--- src/rtl/disp_io_regs.sv ---
module disp_io_regs #(
  parameter int ADDR_W = 16,
  parameter int DATA_W = 16,
  parameter int CHAR_W = 8,
  parameter logic [ADDR_W-1:0] STAT_ADDR = 16'hFE04,
  parameter logic [ADDR_W-1:0] CHAR_ADDR = 16'hFE06,
  parameter logic [ADDR_W-1:0] CTRL_ADDR = 16'hFFFE
) (
  input  logic              clk,
  input  logic              rst_n,
  input  logic [ADDR_W-1:0] bus_addr,
  input  logic              bus_we,
  input  logic [DATA_W-1:0] bus_wdata,
  output logic [DATA_W-1:0] bus_rdata,
  output logic              io_sel,
  output logic              char_valid,
  output logic [CHAR_W-1:0] char_data,
  input  logic              char_ready,
  output logic              ovr_flag,
  output logic              run_en
);
  localparam int TOP = DATA_W - 1;
  localparam int PAD = DATA_W - CHAR_W;
  localparam logic [DATA_W-1:0] CTRL_RST = {1'b1, {(DATA_W-1){1'b0}}};

  logic              pend_q;
  logic [CHAR_W-1:0] chr_q;
  logic [DATA_W-1:0] ctl_q;
  logic              ovr_q;

  wire hit_stat = (bus_addr == STAT_ADDR);
  wire hit_char = (bus_addr == CHAR_ADDR);
  wire hit_ctrl = (bus_addr == CTRL_ADDR);
  wire wr_char  = bus_we && hit_char;
  wire wr_ctrl  = bus_we && hit_ctrl;
  wire take     = wr_char && !pend_q;

  assign io_sel     = hit_stat || hit_char || hit_ctrl;
  assign char_valid = pend_q;
  assign char_data  = chr_q;
  assign ovr_flag   = ovr_q;
  assign run_en     = ctl_q[TOP];

  always_comb begin
    bus_rdata = '0;
    if (hit_stat)      bus_rdata = {!pend_q, {(DATA_W-1){1'b0}}};
    else if (hit_char) bus_rdata = {{PAD{1'b0}}, chr_q};
    else if (hit_ctrl) bus_rdata = ctl_q;
  end

  always_ff @(posedge clk or negedge rst_n) begin
    if (!rst_n) begin
      pend_q <= 1'b0;
      chr_q  <= '0;
      ovr_q  <= 1'b0;
    end else begin
      if (take) begin
        pend_q <= 1'b1;
        chr_q  <= bus_wdata[CHAR_W-1:0];
      end else if (pend_q && char_ready) begin
        pend_q <= 1'b0;
      end
      if (wr_char && pend_q) ovr_q <= 1'b1;
    end
  end

  always_ff @(posedge clk or negedge rst_n) begin
    if (!rst_n)       ctl_q <= CTRL_RST;
    else if (wr_ctrl) ctl_q <= bus_wdata;
  end

  assert_take_char_R3: assert property (@(posedge clk) disable iff (!rst_n)
    (bus_we && hit_char && !char_valid) |=>
      (char_valid && char_data == $past(bus_wdata[CHAR_W-1:0])));

  assert_hold_char_R4: assert property (@(posedge clk) disable iff (!rst_n)
    (char_valid && !char_ready) |=> (char_valid && $stable(char_data)));

  assert_ovr_sticky_R5: assert property (@(posedge clk) disable iff (!rst_n)
    ovr_flag |=> ovr_flag);

  assert_busy_store_R5: assert property (@(posedge clk) disable iff (!rst_n)
    (bus_we && hit_char && char_valid) |=> (ovr_flag && $stable(char_data)));

  assert_stop_cause_R7: assert property (@(posedge clk) disable iff (!rst_n)
    $fell(run_en) |-> $past(bus_we && hit_ctrl && !bus_wdata[TOP]));

  assert_outside_quiet_R8: assert property (@(posedge clk) disable iff (!rst_n)
    (bus_we && !io_sel) |=> ($stable(run_en) && $stable(char_data)));

  assert_outside_zero_R8: assert property (@(posedge clk) disable iff (!rst_n)
    !io_sel |-> (bus_rdata == '0));
endmodule

--- config.mk ---
export PLATFORM = sky130hd
export DESIGN_NAME = disp_io_regs
export DESIGN_NICKNAME = d
export VERILOG_FILES = /design/src/rtl/disp_io_regs.sv
export SDC_FILE = /design/constraint.sdc
export NUM_CORES = 1
export LEC_CHECK = 0
export ABC_CLOCK_PERIOD_IN_PS = 2800
export CAP_MARGIN = 20
export CORE_MARGIN = 2
export CORE_UTILIZATION = 39
export DETAILED_ROUTE_END_ITERATION = 8
export GPL_TIMING_DRIVEN = 0
export PLACE_DENSITY = 0.87
export SLEW_MARGIN = 20
export SYNTH_ARGS = -nofsm -noshare
export SYNTH_HDL_FRONTEND = slang
export SYNTH_SLANG_ARGS = --single-unit
--- constraint.sdc ---
create_clock -name clk -period 2.8 [get_ports clk]
set_input_delay 0.7 -clock clk [delete_from_list [all_inputs] [get_ports clk]]
set_output_delay 0.7 -clock clk [all_outputs]
set_load 0.01 [all_outputs]
# Word level (Yosys, flattened, before mapping)
# Index checks and enable logic that the tools add are counted.
# totals
ff_bits	26
wordCells	21
# op_classes
muxes	5
n_eq_ne	3
reduce_logical	9
# op_table
operator	count
== test 16 bit (second input constant)	3
two-way mux 16 bit	3
logical AND 1 bit	5
logical OR 1 bit	2
two-way mux 1 bit	2
nonzero test 2 bit	1
logical NOT 1 bit	1

# Logic depth before layout (Yosys ltp)
# Gate-level depths: netlist of the first run.
# depth
word_depth	4
ltp_mapped	6

# Worst setup path after synthesis of the first run
# Ideal clock, no wire load.
# synth_timing
kind	input to output
startpoint	in bus_addr[6]
endpoint	out bus_rdata[0]
stages	5
setup_slack_ps	263
t_arrival_ps	1837
cell_sequence	or4_1 -> nor3_2 -> buf_2 -> a22oi_1 -> nor2_1
# synth_between
elab_chain_len	4
word_cells_on_any_way	6
# synth_lines
element	line	source
start, declared	11	input logic [ADDR_W-1:0] bus_addr,
== test 16 bit	33	wire hit_ctrl = (bus_addr == CTRL_ADDR);
two-way mux 16 bit	48	else if (hit_ctrl) bus_rdata = ctl_q;
two-way mux 16 bit	47	else if (hit_char) bus_rdata = {{PAD{1'b0}}, chr_q};
two-way mux 16 bit (*)	46	if (hit_stat) bus_rdata = {!pend_q, {(DATA_W-1){1'b0}}};
end, declared	14	output logic [DATA_W-1:0] bus_rdata,
# Every way passes the cells marked *; elsewhere a longest branch is shown, timed or not.

# Worst setup path in the final report of the first run
# layout_timing
startpoint	in bus_addr[9]
endpoint	out bus_rdata[4]
# The elaborated chain is that of the path after synthesis.

==> out/results.txt, run 1 <==
Status: complete, no violations
Synthesized cell area: 1240 µm²
Design area: 2029 µm²
Core footprint: 3028 µm²
Fraction of layout instances using a drive strength above 1: 0.3757
RSZ-0062 raised after global routing: yes
Inserted Diodes: 0
Crit-path slowest cell: clkdlybuf4s50_1
Total chip power: 0.6960 mW
Placed instance area: 1926 µm²
Final Cycle Share: 0.9963
Remaining DRCs: 0
Input/output buffers: 63
GPL Wtd Cong: 0.7696
Routed WL: 3531 µm
Max-slew violation count: 0
Simple-gate share of the synthesized area: 0.1463
Clock Skews: 0.003452 ns
First drt pass iteration count: 4
Via count: 1121
CP Capture Type: output pin
Via density per instance: 5.166
FF+latch area: 651.9 µm²
Seq cells post-synth: 26
CP startpoint kind: input pin
Area of the multi-input gates: 593.1 µm²
Setup slack after layout: 0.01044 ns
Slew @ Worst Pin: 0.5528 ns
CTS tree: yes
CP max stage delay: 0.47 ns
CP required: 2.10 ns
Gate Count Post-Synth: 99
Clock transition at path regs: 0.13 ns
Cell type with the largest total area after synthesis: dfrtp_1
Largest family of logic cells by synthesized area: multiplexers
Die width: 60.39 µm
Total grt overflow: 0
Rows: 20
Pwr Density: 342.9 nW/µm²
Initial Util: 0.4095
Largest net degree at the start of global routing: 27
Worst slew margin: 0.6315
Crit path DAT: 2.09 ns
First-pass GRT wire length: 5782 µm
Final setup vio count: 0
Post-synthesis sequential area ratio: 0.5257
Clock Tree Buf Depth: 2
Die Span Y: 60.39 µm
Total GRT Usage: 0.2206
Clk_lat worst skew: 0.31 ns
WL/cell: 16.27 µm
Clk Tree Root Cell: clkbuf_4
Initial antenna violation count: 0
Placed cells: 206
HPWL Detailed: 2485 µm
Synthesized net count: 135
Peak supply drop: 0.0003132 V
Worst hold path type: in -> async
Layout Cells excl Fill: 217
Compound-Gate Fraction of Synth Area: 0.07770
Synth Warn #: 0
Hold WS: 0.3551 ns
Core Util, Final: 0.6702
Setup WS pre-CTS: -0.9877 ns
Hold-fix buffers, CTS: 0
Post-synthesis adder-cell area fraction: 0
Netlist cell types: 25
TritonCTS Sinks: 26
Hold Violations, Final: 0
CP Cell Sequence: clkdlybuf4s50_1, and4_1, and2_4, nand3_4, nor2_1, clkdlybuf4s15_2
CP max FO: 8
Tmin final: 2.790 ns
Post-route ant nets: 0
Mux contribution to synthesized area: 0.2180
P&R area growth vs syn: 63.67%
Max Fclk: 358.5 MHz
Die Area: 3646 µm²
CTS Buf Count: 3
Lkg Pwr: 1.015 nW
DR iter-0 viols: 27
Ranking of synthesized cells by area: dfrtp_1, mux2_2, mux2_1
Fillers: 239
Mean Syn Cell Area: 12.52 µm²
Vias in the first global route: 1165
Final nets: 210
Max-Cap Viols: 0
# H-tree levels: 1
Top Ports: 64
Setup TNS: 0 ns
Setup Crit Path Kind: in -> out
Post-synthesis xor/xnor area fraction: 0
Share of the synthesized area in the top cell type: 0.5045
[metal layers]
layer	global-route usage	part of all wire
met5	0	0
met4	0.08254	0.0076
met1	0.2559	0.40
met2	0.4099	0.53
met3	0.03198	0.064
[timing repair]
| item | in CTS | in global routing |
|---|---|---|
| endpoints found under the setup margin | 17 | 10 |
| buffers inserted | 5 | 1 |
| gates cloned | 2 | 0 |
| resized for setup | 102 | 8 |
| pin swaps | 7 | 6 |
[report_power, final]
part	switching, mW	internal [mW]
combinational	0.0242	0.0459
clock	0.105	0.145
sequential	0.0000729	0.376
total	0.130	0.566
[final cells by class]
| class | count | area share |
|---|---|---|
| multi-input combinational | 66 | 0.2922 |
| clock inverter | 1 | 0.01480 |
| sequential | 26 | 0.3212 |
| tap | 44 | 0.02713 |
| buffer | 4 | 0.02158 |
| clock buffer | 3 | 0.01110 |
| timing repair buffer | 71 | 0.3083 |
| inverter | 2 | 0.003699 |
[registers in the layout (all words and copies together) (netlist names)]
name,count
char_valid,1
ctl_q,16
char_data,8
ovr_flag,1
[placed cells by master (no fill, tap or decap), drive strengths merged]
cell type	n
clkbuf	6
a41o	1
nand4	1
or4	1
mux2	24
dfstp	1
and3	7
a32oi	1
a22oi	8
buf	29
and4	3
nand2	2
and2	1
inv	2
nor2	11
a32o	1
and4b	1
dlymetal6s2s	2
clkdlybuf4s15	2
nand3	2
a21o	1
dfrtp	25
bufinv	1
nor3	1
clkdlybuf4s50	39
[cell usage after synthesis, drive strengths merged]
| cell type | count |
|---|---|
| or4 | 1 |
| a32oi | 1 |
| nand3 | 2 |
| nor2 | 11 |
| a21o | 1 |
| and3 | 7 |
| nor3 | 1 |
| and4 | 3 |
| dfrtp | 25 |
| inv | 2 |
| mux2 | 24 |
| a32o | 1 |
| and2 | 1 |
| dfstp | 1 |
| nand2 | 2 |
| a41o | 1 |
| and4b | 1 |
| a22oi | 8 |
| nand4 | 1 |
| clkbuf | 1 |
| buf | 4 |
[logic make-up after synthesis]
group,count (synthesis)
AOI/OAI and AO/OA,12
muxes,24
buffers and inverters,7
and+or+nand+nor,30
DFF,26
[worst paths after layout]
| path | depth (start not counted) | slack (ns) | to | startpoint |
|---|---|---|---|---|
| worst max-delay path | 6 | 0.01 | bus_rdata[4] | bus_addr[9] |
| worst min-delay path | 1 | 0.36 | ctl_q[9] | rst_n |
| worst max register to register | 3 | 1.47 | char_data[6] | char_valid |
| worst min register to register | 1 | 0.51 | ovr_flag | ovr_flag |
| max in group asynchronous | 1 | 2.07 | ctl_q[15] | rst_n |
| min in group clk | 1 | 0.51 | ovr_flag | ovr_flag |
[critical path: cells and delay by family]
family	cells	cell delay [ns]
buf+inv	2	0.70
simple gates	4	0.68
(Power assumes the default switching activity.)
==> run 2: changes to the inputs <==
Settings changed: RECOVER_POWER from default to 25.
==> run 2 against run 1 <==
Combinational power hardly changed. Sequential power hardly changed. Global-route usage stayed put. Die area stayed put. Highest routed layer unchanged. Sequential share of layout area hardly changed. Sequential cell count stayed put. First-iteration DRC count stayed put. Wire length hardly changed. Critical path type unchanged. Core utilization hardly changed. Fmax stayed put. Non-clock buffer count stayed put. Worst setup slack stayed put.
==> out/results.txt, run 2 (synthesis gave the netlist of run 1 again) <==
Status: complete, no violations
Setup WS pre-CTS: -0.9877 ns (unchanged)
Vias in the first global route: 1165 (unchanged)
TritonCTS Sinks: 26 (unchanged)
Initial Util: 0.4095 (unchanged)
First-pass GRT wire length: 5782 µm (unchanged)
P&R area growth vs syn: 63.57% (about the same)
Max-slew violation count: 0 (unchanged)
Worst slew margin: 0.1153 (-0.5161)
Die width: 60.39 µm (unchanged)
Clock Skews: 0.003452 ns (+0.0000001400 ns)
Fraction of layout instances using a drive strength above 1: 0.3699 (-0.005780)
Slew @ Worst Pin: 1.327 ns (+0.7742 ns)
Initial antenna violation count: 0 (unchanged)
HPWL Detailed: 2485 µm (unchanged)
Most flops, register: ctl_q
DR iter-0 viols: 27 (unchanged)
Commonest non-fill, non-tap cell in the layout: clkdlybuf4s50_1
CP Capture Type: output pin
Max FFs per register: 16 (unchanged)
Clock Tree Buf Depth: 2 (unchanged)
Placed cells: 206 (unchanged)
Setup slack after layout: 0.01044 ns (unchanged)
Inserted Diodes: 0 (unchanged)
Setup TNS: 0 ns (unchanged)
Core footprint: 3028 µm² (unchanged)
Layout Cells excl Fill: 217 (unchanged)
Max Fclk: 358.5 MHz (unchanged)
Rows: 20 (unchanged)
Crit path DAT: 2.09 ns (about the same)
Critical Path Source: bus_addr[9]
WL/cell: 16.28 µm (about the same)
CTS Buf Count: 3 (unchanged)
Total chip power: 0.6957 mW (about the same)
Final Cycle Share: 0.9963 (unchanged)
Largest net degree at the start of global routing: 27 (unchanged)
Tmin final: 2.790 ns (unchanged)
CP startpoint kind: input pin
Routed WL: 3532 µm (about the same)
RSZ-0062 raised after global routing: yes
HP Start: ovr_flag
Max-Cap Viols: 0 (unchanged)
Hold Violations, Final: 0 (unchanged)
Peak supply drop: 0.0003132 V (about the same)
GPL Wtd Cong: 0.7696 (unchanged)
Core Util, Final: 0.6698 (about the same)
Placed instance area: 1926 µm² (unchanged)
Hold WS: 0.5096 ns (+0.1544 ns)
Fillers: 239 (unchanged)
Via density per instance: 5.166 (unchanged)
Clk Tree Root Cell: clkbuf_4
RR Startpoint: char_valid
First drt pass iteration count: 4 (unchanged)
Final setup vio count: 0 (unchanged)
Pwr Density: 343.0 nW/µm² (about the same)
Post-route ant nets: 0 (unchanged)
Setup Crit Path Kind: in -> out
Worst hold path type: reg -> reg
Remaining DRCs: 0 (unchanged)
Area of the multi-input gates: 593.1 µm² (unchanged)
# H-tree levels: 1 (unchanged)
CP max FO: 8 (unchanged)
Total grt overflow: 0 (unchanged)
Via count: 1121 (unchanged)
Clk_lat worst skew: 0.31 ns (about the same)
Lkg Pwr: 1.012 nW (-0.27%)
CP required: 2.10 ns (about the same)
Top Ports: 64 (unchanged)
Design area: 2028 µm² (about the same)
Clock transition at path regs: 0.14 ns (about the same)
CTS tree: yes
Commonest cells after routing, fill and taps aside: clkdlybuf4s50_1, dfrtp_1, mux2_2
Die Area: 3646 µm² (unchanged)
Final nets: 210 (unchanged)
Die Span Y: 60.39 µm (unchanged)
FF+latch area: 651.9 µm² (unchanged)
Total GRT Usage: 0.2206 (unchanged)
Input/output buffers: 63 (unchanged)
[run 2: worst paths after layout]
check                      cells after the start      endpoint  slack, ns
hold reg to reg                                1      ovr_flag       0.51
min in group asynchronous                      1      ctl_q[9]       0.65
max in group asynchronous                      1     ctl_q[13]       1.38
setup / recovery                               6  bus_rdata[4]       0.01
hold / removal                                 1      ovr_flag       0.51
setup reg to reg                               3  char_data[6]       1.47
[run 2: metal layers]
metal / GRT usage / share of wire / vias up
met4: 0.08254 / 0.0076 / 0
li1: - / - / 521
met5: 0 / 0 / -
met2: 0.4099 / 0.53 / 47
met3: 0.03198 / 0.064 / 2
met1: 0.2559 / 0.40 / 551
[run 2: timing repair]
action	4_1_cts	5_1_grt
endpoints found under the hold margin	0	0
pin swaps	7	6
endpoints found under the setup margin	17	10
cloned	2	0
resized for setup	102	8
setup buffers	5	1
hold buffers	0	0
[run 2: cell type report]
type / count / area share
clock inverter: 1 / 0.01481
sequential: 26 / 0.3214
tap: 44 / 0.02714
timing repair buffer: 71 / 0.3078
multi-input combinational: 66 / 0.2924
buffer: 4 / 0.02159
inverter: 2 / 0.003701
clock buffer: 3 / 0.01110
[run 2: power breakdown]
part	internal [mW]	switching (mW)
Combinational	0.0457	0.0242
Sequential	0.376	0.0000729
Clock	0.145	0.105
Total	0.566	0.130
[run 2: worst max-delay path, cell delays in order]
cell and delay, ns:
clkdlybuf4s50_1 0.47, and4_1 0.22, and2_4 0.18, nand3_4 0.14
nor2_1 0.14, clkdlybuf4s15_2 0.23
==> run 3: changes to the inputs <==
Settings changed: ABC_CLOCK_PERIOD_IN_PS 2800 to default, GPL_ROUTABILITY_DRIVEN from default to 0.
==> results of run 3 <==
The final DEF is identical to that of run 2; final timing and power are the same.
